<file path="src/rtl/cbm_pkg.sv">
// Package: shared types for the column-bypassing multiplier.
// Assumes nothing beyond IEEE 1800-2017 enum support.
package cbm_pkg;

    // Which operand drives the gating inputs of the adder cells.
    typedef enum logic {
        BYP_COLUMN = 1'b0,  // multiplicand bits gate the vertical cell chains
        BYP_ROW    = 1'b1   // multiplier bits gate them instead
    } cbm_bypass_e;

endpackage

</file>
<file path="src/rtl/cbm_gated_fa.sv">
// Gated full-adder cell.
// When en is high, the cell adds pp, sum_i and carry_i.
// When en is low, its adder inputs are isolated: sum_i is passed to sum_o,
// and carry_o rests at zero.
// Assumes the carry entering a disabled cell is itself zero. The array
// guarantees this, because carries travel inside the same gated chain.
module cbm_gated_fa (
    input  logic en,
    input  logic pp,
    input  logic sum_i,
    input  logic carry_i,
    output logic sum_o,
    output logic carry_o
);
    logic x_g, s_g, c_g;
    logic fa_sum, fa_carry;

    // Operand isolation: the adder sees constant zeros while bypassed.
    always_comb begin
        x_g = en & pp;
        s_g = en & sum_i;
        c_g = en & carry_i;
    end

    // Full-adder equations on the isolated operands.
    always_comb begin
        fa_sum   = x_g ^ s_g ^ c_g;
        fa_carry = (x_g & s_g) | (x_g & c_g) | (s_g & c_g);
    end

    // Bypass mux: pass the incoming sum through, and hold the carry at rest.
    always_comb begin
        sum_o   = en ? fa_sum   : sum_i;
        carry_o = en ? fa_carry : 1'b0;
    end
endmodule

</file>
<file path="src/rtl/cbm_csa_array.sv">
// Carry-save array of the multiplier.
// Row 0 holds the plain partial products col_op[i] & row_op[0].
// Each row r = 1..N-1 has one gated cell per column i, of weight i+r.
// A cell's sum moves to the cell one column lower in the next row, keeping
// its weight. Its carry stays in the same column in the next row, which
// raises its weight by one. Every cell in column i is gated by col_op[i].
// Outputs: the low product bits, plus the last row's sums and carries,
// aligned to weights N..2N-1 for the ripple row.
// Assumes N >= 2.
module cbm_csa_array #(
    parameter int N = 8
) (
    input  logic [N-1:0] col_op,
    input  logic [N-1:0] row_op,
    output logic [N-1:0] low_bits,
    output logic [N-1:0] sum_top,
    output logic [N-1:0] carry_top
);
    localparam int CELLS = N * N;

    logic [CELLS-1:0] s_w;   // sum of row r, column i at index r*N+i
    logic [CELLS-1:0] c_w;   // carry of row r, column i at index r*N+i

    // Row 0: the first partial-product row enters the array directly.
    for (genvar i = 0; i < N; i++) begin : g_row0
        assign s_w[i] = col_op[i] & row_op[0];
        assign c_w[i] = 1'b0;
    end

    // Rows 1..N-1: carry-save cells, gated per column.
    for (genvar r = 1; r < N; r++) begin : g_row
        for (genvar i = 0; i < N; i++) begin : g_col
            logic sum_in;
            if (i == N - 1) begin : g_top
                assign sum_in = 1'b0;
            end else begin : g_mid
                assign sum_in = s_w[(r-1)*N + i + 1];
            end
            cbm_gated_fa u_cell (
                .en      (col_op[i]),
                .pp      (col_op[i] & row_op[r]),
                .sum_i   (sum_in),
                .carry_i (c_w[(r-1)*N + i]),
                .sum_o   (s_w[r*N + i]),
                .carry_o (c_w[r*N + i])
            );
        end
    end

    // Lower product bits leave column 0 of each row.
    for (genvar r = 0; r < N; r++) begin : g_low
        assign low_bits[r] = s_w[r*N];
    end

    // Last-row terms, aligned so that bit k has weight N+k.
    for (genvar k = 0; k < N; k++) begin : g_out
        if (k == N - 1) begin : g_msb
            assign sum_top[k] = 1'b0;
        end else begin : g_rest
            assign sum_top[k] = s_w[(N-1)*N + k + 1];
        end
        assign carry_top[k] = c_w[(N-1)*N + k];
    end
endmodule

</file>
<file path="src/rtl/cbm_ripple_row.sv">
// Final ripple-carry row: adds two N-bit vectors of equal weight and
// returns the N-bit sum.
// Assumes the true result fits in N bits, which holds for the upper half
// of an N x N product, so the final carry is not formed.
module cbm_ripple_row #(
    parameter int N = 8
) (
    input  logic [N-1:0] x,
    input  logic [N-1:0] y,
    output logic [N-1:0] hi
);
    logic [N-1:0] rc;   // carry entering each bit position

    assign rc[0] = 1'b0;

    // One full adder per bit; the carry moves toward the MSB.
    for (genvar k = 0; k < N; k++) begin : g_bit
        assign hi[k] = x[k] ^ y[k] ^ rc[k];
        if (k < N - 1) begin : g_carry
            assign rc[k+1] = (x[k] & y[k]) | (x[k] & rc[k]) | (y[k] & rc[k]);
        end
    end
endmodule

</file>
<file path="src/rtl/colbyp_mult.sv">
// Top module: unsigned N x N array multiplier with gated adder cells.
// MODE picks the operand whose bits gate the cell chains.
// REG_OUT = 1 adds an output register with a synchronous active-low reset.
// Assumes N >= 2. Operands are unsigned.
module colbyp_mult
    import cbm_pkg::*;
#(
    parameter int          N       = 8,
    parameter cbm_bypass_e MODE    = BYP_COLUMN,
    parameter bit          REG_OUT = 1'b1
) (
    input  logic           clk,
    input  logic           rst_n,
    input  logic [N-1:0]   a,
    input  logic [N-1:0]   b,
    output logic [2*N-1:0] prod
);
    localparam int PW = 2 * N;

    logic [N-1:0]  col_op, row_op;
    logic [N-1:0]  low_bits, sum_top, carry_top, hi_bits;
    logic [PW-1:0] prod_comb;

    // Gating source: the array gates on col_op, so route the chosen operand there.
    if (MODE == BYP_ROW) begin : g_row_mode
        assign col_op = b;
        assign row_op = a;
    end else begin : g_col_mode
        assign col_op = a;
        assign row_op = b;
    end

    cbm_csa_array #(.N(N)) u_array (
        .col_op    (col_op),
        .row_op    (row_op),
        .low_bits  (low_bits),
        .sum_top   (sum_top),
        .carry_top (carry_top)
    );

    cbm_ripple_row #(.N(N)) u_ripple (
        .x  (sum_top),
        .y  (carry_top),
        .hi (hi_bits)
    );

    assign prod_comb = {hi_bits, low_bits};

    if (REG_OUT) begin : g_reg
        // Output register: reset clears it, otherwise it captures the product.
        always_ff @(posedge clk) begin
            if (!rst_n) prod <= '0;
            else        prod <= prod_comb;
        end
    end else begin : g_comb
        assign prod = prod_comb;
    end
endmodule

</file>
<file path="config.mk">
export PLATFORM = sky130hd
export DESIGN_NAME = colbyp_mult
export DESIGN_NICKNAME = d
export VERILOG_FILES = /design/src/rtl/cbm_pkg.sv /design/src/rtl/cbm_gated_fa.sv /design/src/rtl/cbm_csa_array.sv /design/src/rtl/cbm_ripple_row.sv /design/src/rtl/colbyp_mult.sv
export SDC_FILE = /design/constraint.sdc
export NUM_CORES = 1
export LEC_CHECK = 0
export ABC_AREA = 1
export CORE_ASPECT_RATIO = 0.7
export CORE_UTILIZATION = 51
export CTS_CLUSTER_DIAMETER = 30
export DETAILED_ROUTE_END_ITERATION = 10
export DONT_BUFFER_PORTS = 1
export PLACE_DENSITY = 0.64
export RECOVER_POWER = 25
export SKIP_CTS_REPAIR_TIMING = 1
export SLEW_MARGIN = 0
export SYNTH_ARGS = -nofsm -noshare
export SYNTH_HDL_FRONTEND = slang
export SYNTH_SLANG_ARGS = --single-unit
</file>
<file path="constraint.sdc">
create_clock -name clk -period 21.1 [get_ports clk]
set_input_delay 1.055 -clock clk [delete_from_list [all_inputs] [get_ports clk]]
set_output_delay 1.055 -clock clk [all_outputs]
set_load 0.01 [all_outputs]
</file>
==> impl_metrics.tcl <==
set metrics [dict create \
    run_status "completed" \
    cts.sinks 16 \
    pwr_density_cell_nw_per_um2 35.4 \
    die_y_microns 66.3 \
    initial_utilization_pct 52.8 \
    dp_hpwl_microns 5200 \
    rows 23 \
    timing.slew.headroom_pct 71.1 \
    core_sq_um 5700 \
    crit_arrival_ns 9.15 \
    worst_pin_slew_ns 0.433 \
    top_register "prod" \
    crit_path_max_fanout 7 \
    synth_edf_count 0 \
    irDropWorstVdd_v 0.0000419 \
    placed_area_sq_um 2970 \
    nNetsFinal 492 \
    fmax_mhz 111 \
    grt_max_degree 23 \
    antenna_found_initial 0 \
    largest_reg_flops 16 \
    gr-total-overflow 0 \
    synth_area_leaders "fa_1, nand2_1, dfxtp_1, inv_1, nor2_1" \
    drc 0 \
    async_reset_ff_share_pct 0 \
    cp_slowest_cell "fa_1" \
    finalCritPeriodShare_pct 42.7 \
    drive_above_1_share_pct 10.8 \
    yosysTopAreaCell "fa_1" \
    rsz0062_at_grt "no" \
    drt_pre_antenna_iters 5 \
    clockBufferDepth 2 \
    cts_tree "yes" \
    ys.flop_type "dfxtp_1" \
    drtIter0Drc 129 \
    worstSetupPathType "in2reg" \
    cp_slowest_stage_delay_ns 0.49 \
    ys_seq_area_share_pct 10.6 \
    cts_max_level 1 \
    grt_pass1_wl_microns 11100 \
    ant_nets 0 \
    cap_violations 0 \
    final_core_util_pct 53.1 \
    power.leakage_nw 1.65 \
    final_max_slew_viol_count 0 \
    hold_depth 2 \
    fillers 589 \
    cpMostUsedCell "fa_1" \
    synthCells 441 \
    hold_viol 0 \
    synth_cell_types 29 \
    avgSynthCellArea_sq_um 6.83 \
    clk_pin_slew_ns 0.05 \
    routed-via-count 2443 \
    yosys_warnings 0 \
    wl_per_cell_microns 13.1 \
    grtUsageTotal_pct 23.2 \
    stdcell_area_sq_um 3020 \
    wl_microns 6430 \
    worst_ep_required_time_ns 21.23 \
    fin_setup_tns_ns 0 \
    fin_crit_ns 9.02 \
    ff_latch_area_sq_um 320 \
    multi_input_area_sq_um 2300 \
    reg_top3 "prod (16)" \
    synthesis.nets 515 \
    ys_seq_elements 16 \
    pin_count 34 \
    diodes 0 \
    die_w_microns 93.8 \
    whs_ns 0.914 \
    setup_viol_count_final 0 \
    gp_congestion 0.790 \
    cp-end-kind "register" \
    synth_area_sq_um 3010 \
    numCtsBuffers 3 \
    portBuffers 0 \
    min_path_type "in2reg" \
    start_kind "primary input" \
    dieArea_sq_um 6220 \
    grt_pass1_vias 2331 \
    root_buffer "clkbuf_8" \
    viasPerCell 4.97 \
    area_growth_pct 0.416 \
    synth.top_cell.area_share_pct 31.9 \
]
[routing by layer]
metal / part of all wire (%) / vias up / wire length (microns) / track usage (%)
met5: 0 / - / 0 / 0
met4: 0.86 / 0 / 55 / 3.65
met3: 5.1 / 6 / 331 / 3.45
met2: 42 / 53 / 2720 / 34.7
met1: 52 / 1133 / 3320 / 35.5
li1: - / 1251 / - / -
[per-stage QoR]
step / total power [mW] / setup slack, ns / instances
2_1_floorplan: 0.0772 / 12.01 / 441
3_3_place_gp: 0.0797 / 11.87 / 488
3_5_place_dp: 0.0807 / 11.78 / 488
4_1_cts: 0.108 / 12.05 / 492
5_1_grt: 0.118 / 11.64 / 492
6_report: 0.107 / 12.08 / 492
[kinds of logic after synthesis]
kind of cell / Yosys count / share of synthesized area, %
AOI/OAI and AO/OA: 32 / 5.99
adders and majority gates: 56 / 35.2
buffers and inverters: 96 / 13.1
DFF: 16 / 10.6
and+or+nand+nor: 241 / 35.0
[worst paths after layout]
check	endpoint	slack (ns)	startpoint
worst max-delay path	prod[14]$_SDFF_PN0_	12.08	a[7]
worst min-delay path	prod[8]$_SDFF_PN0_	0.91	rst_n
[power breakdown]
group / switching (mW) / internal, mW / leakage, nW
registers: 0.00261 / 0.0332 / 0.132
clock network: 0.0101 / 0.0165 / 0.0288
logic: 0.0276 / 0.0170 / 1.49
total: 0.0403 / 0.0667 / 1.65
[worst max-delay path: cells and delay by family]
family	cells	cell delay, ns
adder cells (fa/ha/maj)	14	5.41
AO/OA/AOI/OAI	1	0.19
AND/OR/NAND/NOR	16	2.33
buffers and inverters	2	0.18
[cell usage after synthesis (all sizes together) (3+ instances only)]
master,number
a21oi,4
a22oi,3
buf,16
clkbuf,12
dfxtp,16
fa,48
ha,8
inv,68
nand2,153
nand3,22
nor2,44
o21ai,22
or2,21
[placed cells by master, fill, tap and decap left out, drive strengths merged, types with 8 or more instances in the layout]
master	instances
or2	21
dfxtp	16
o21ai	22
nor2	44
nand2	153
fa	48
inv	68
ha	8
nand3	22
[final cells by class]
class,instances,share of cell area [%]
Inverter,68,8.53
Multi-Input combinational cell,329,76.0
Tap cell,75,3.10
Clock buffer,4,1.82
Sequential cell,16,10.6
Power figures use the tool's default switching activity.
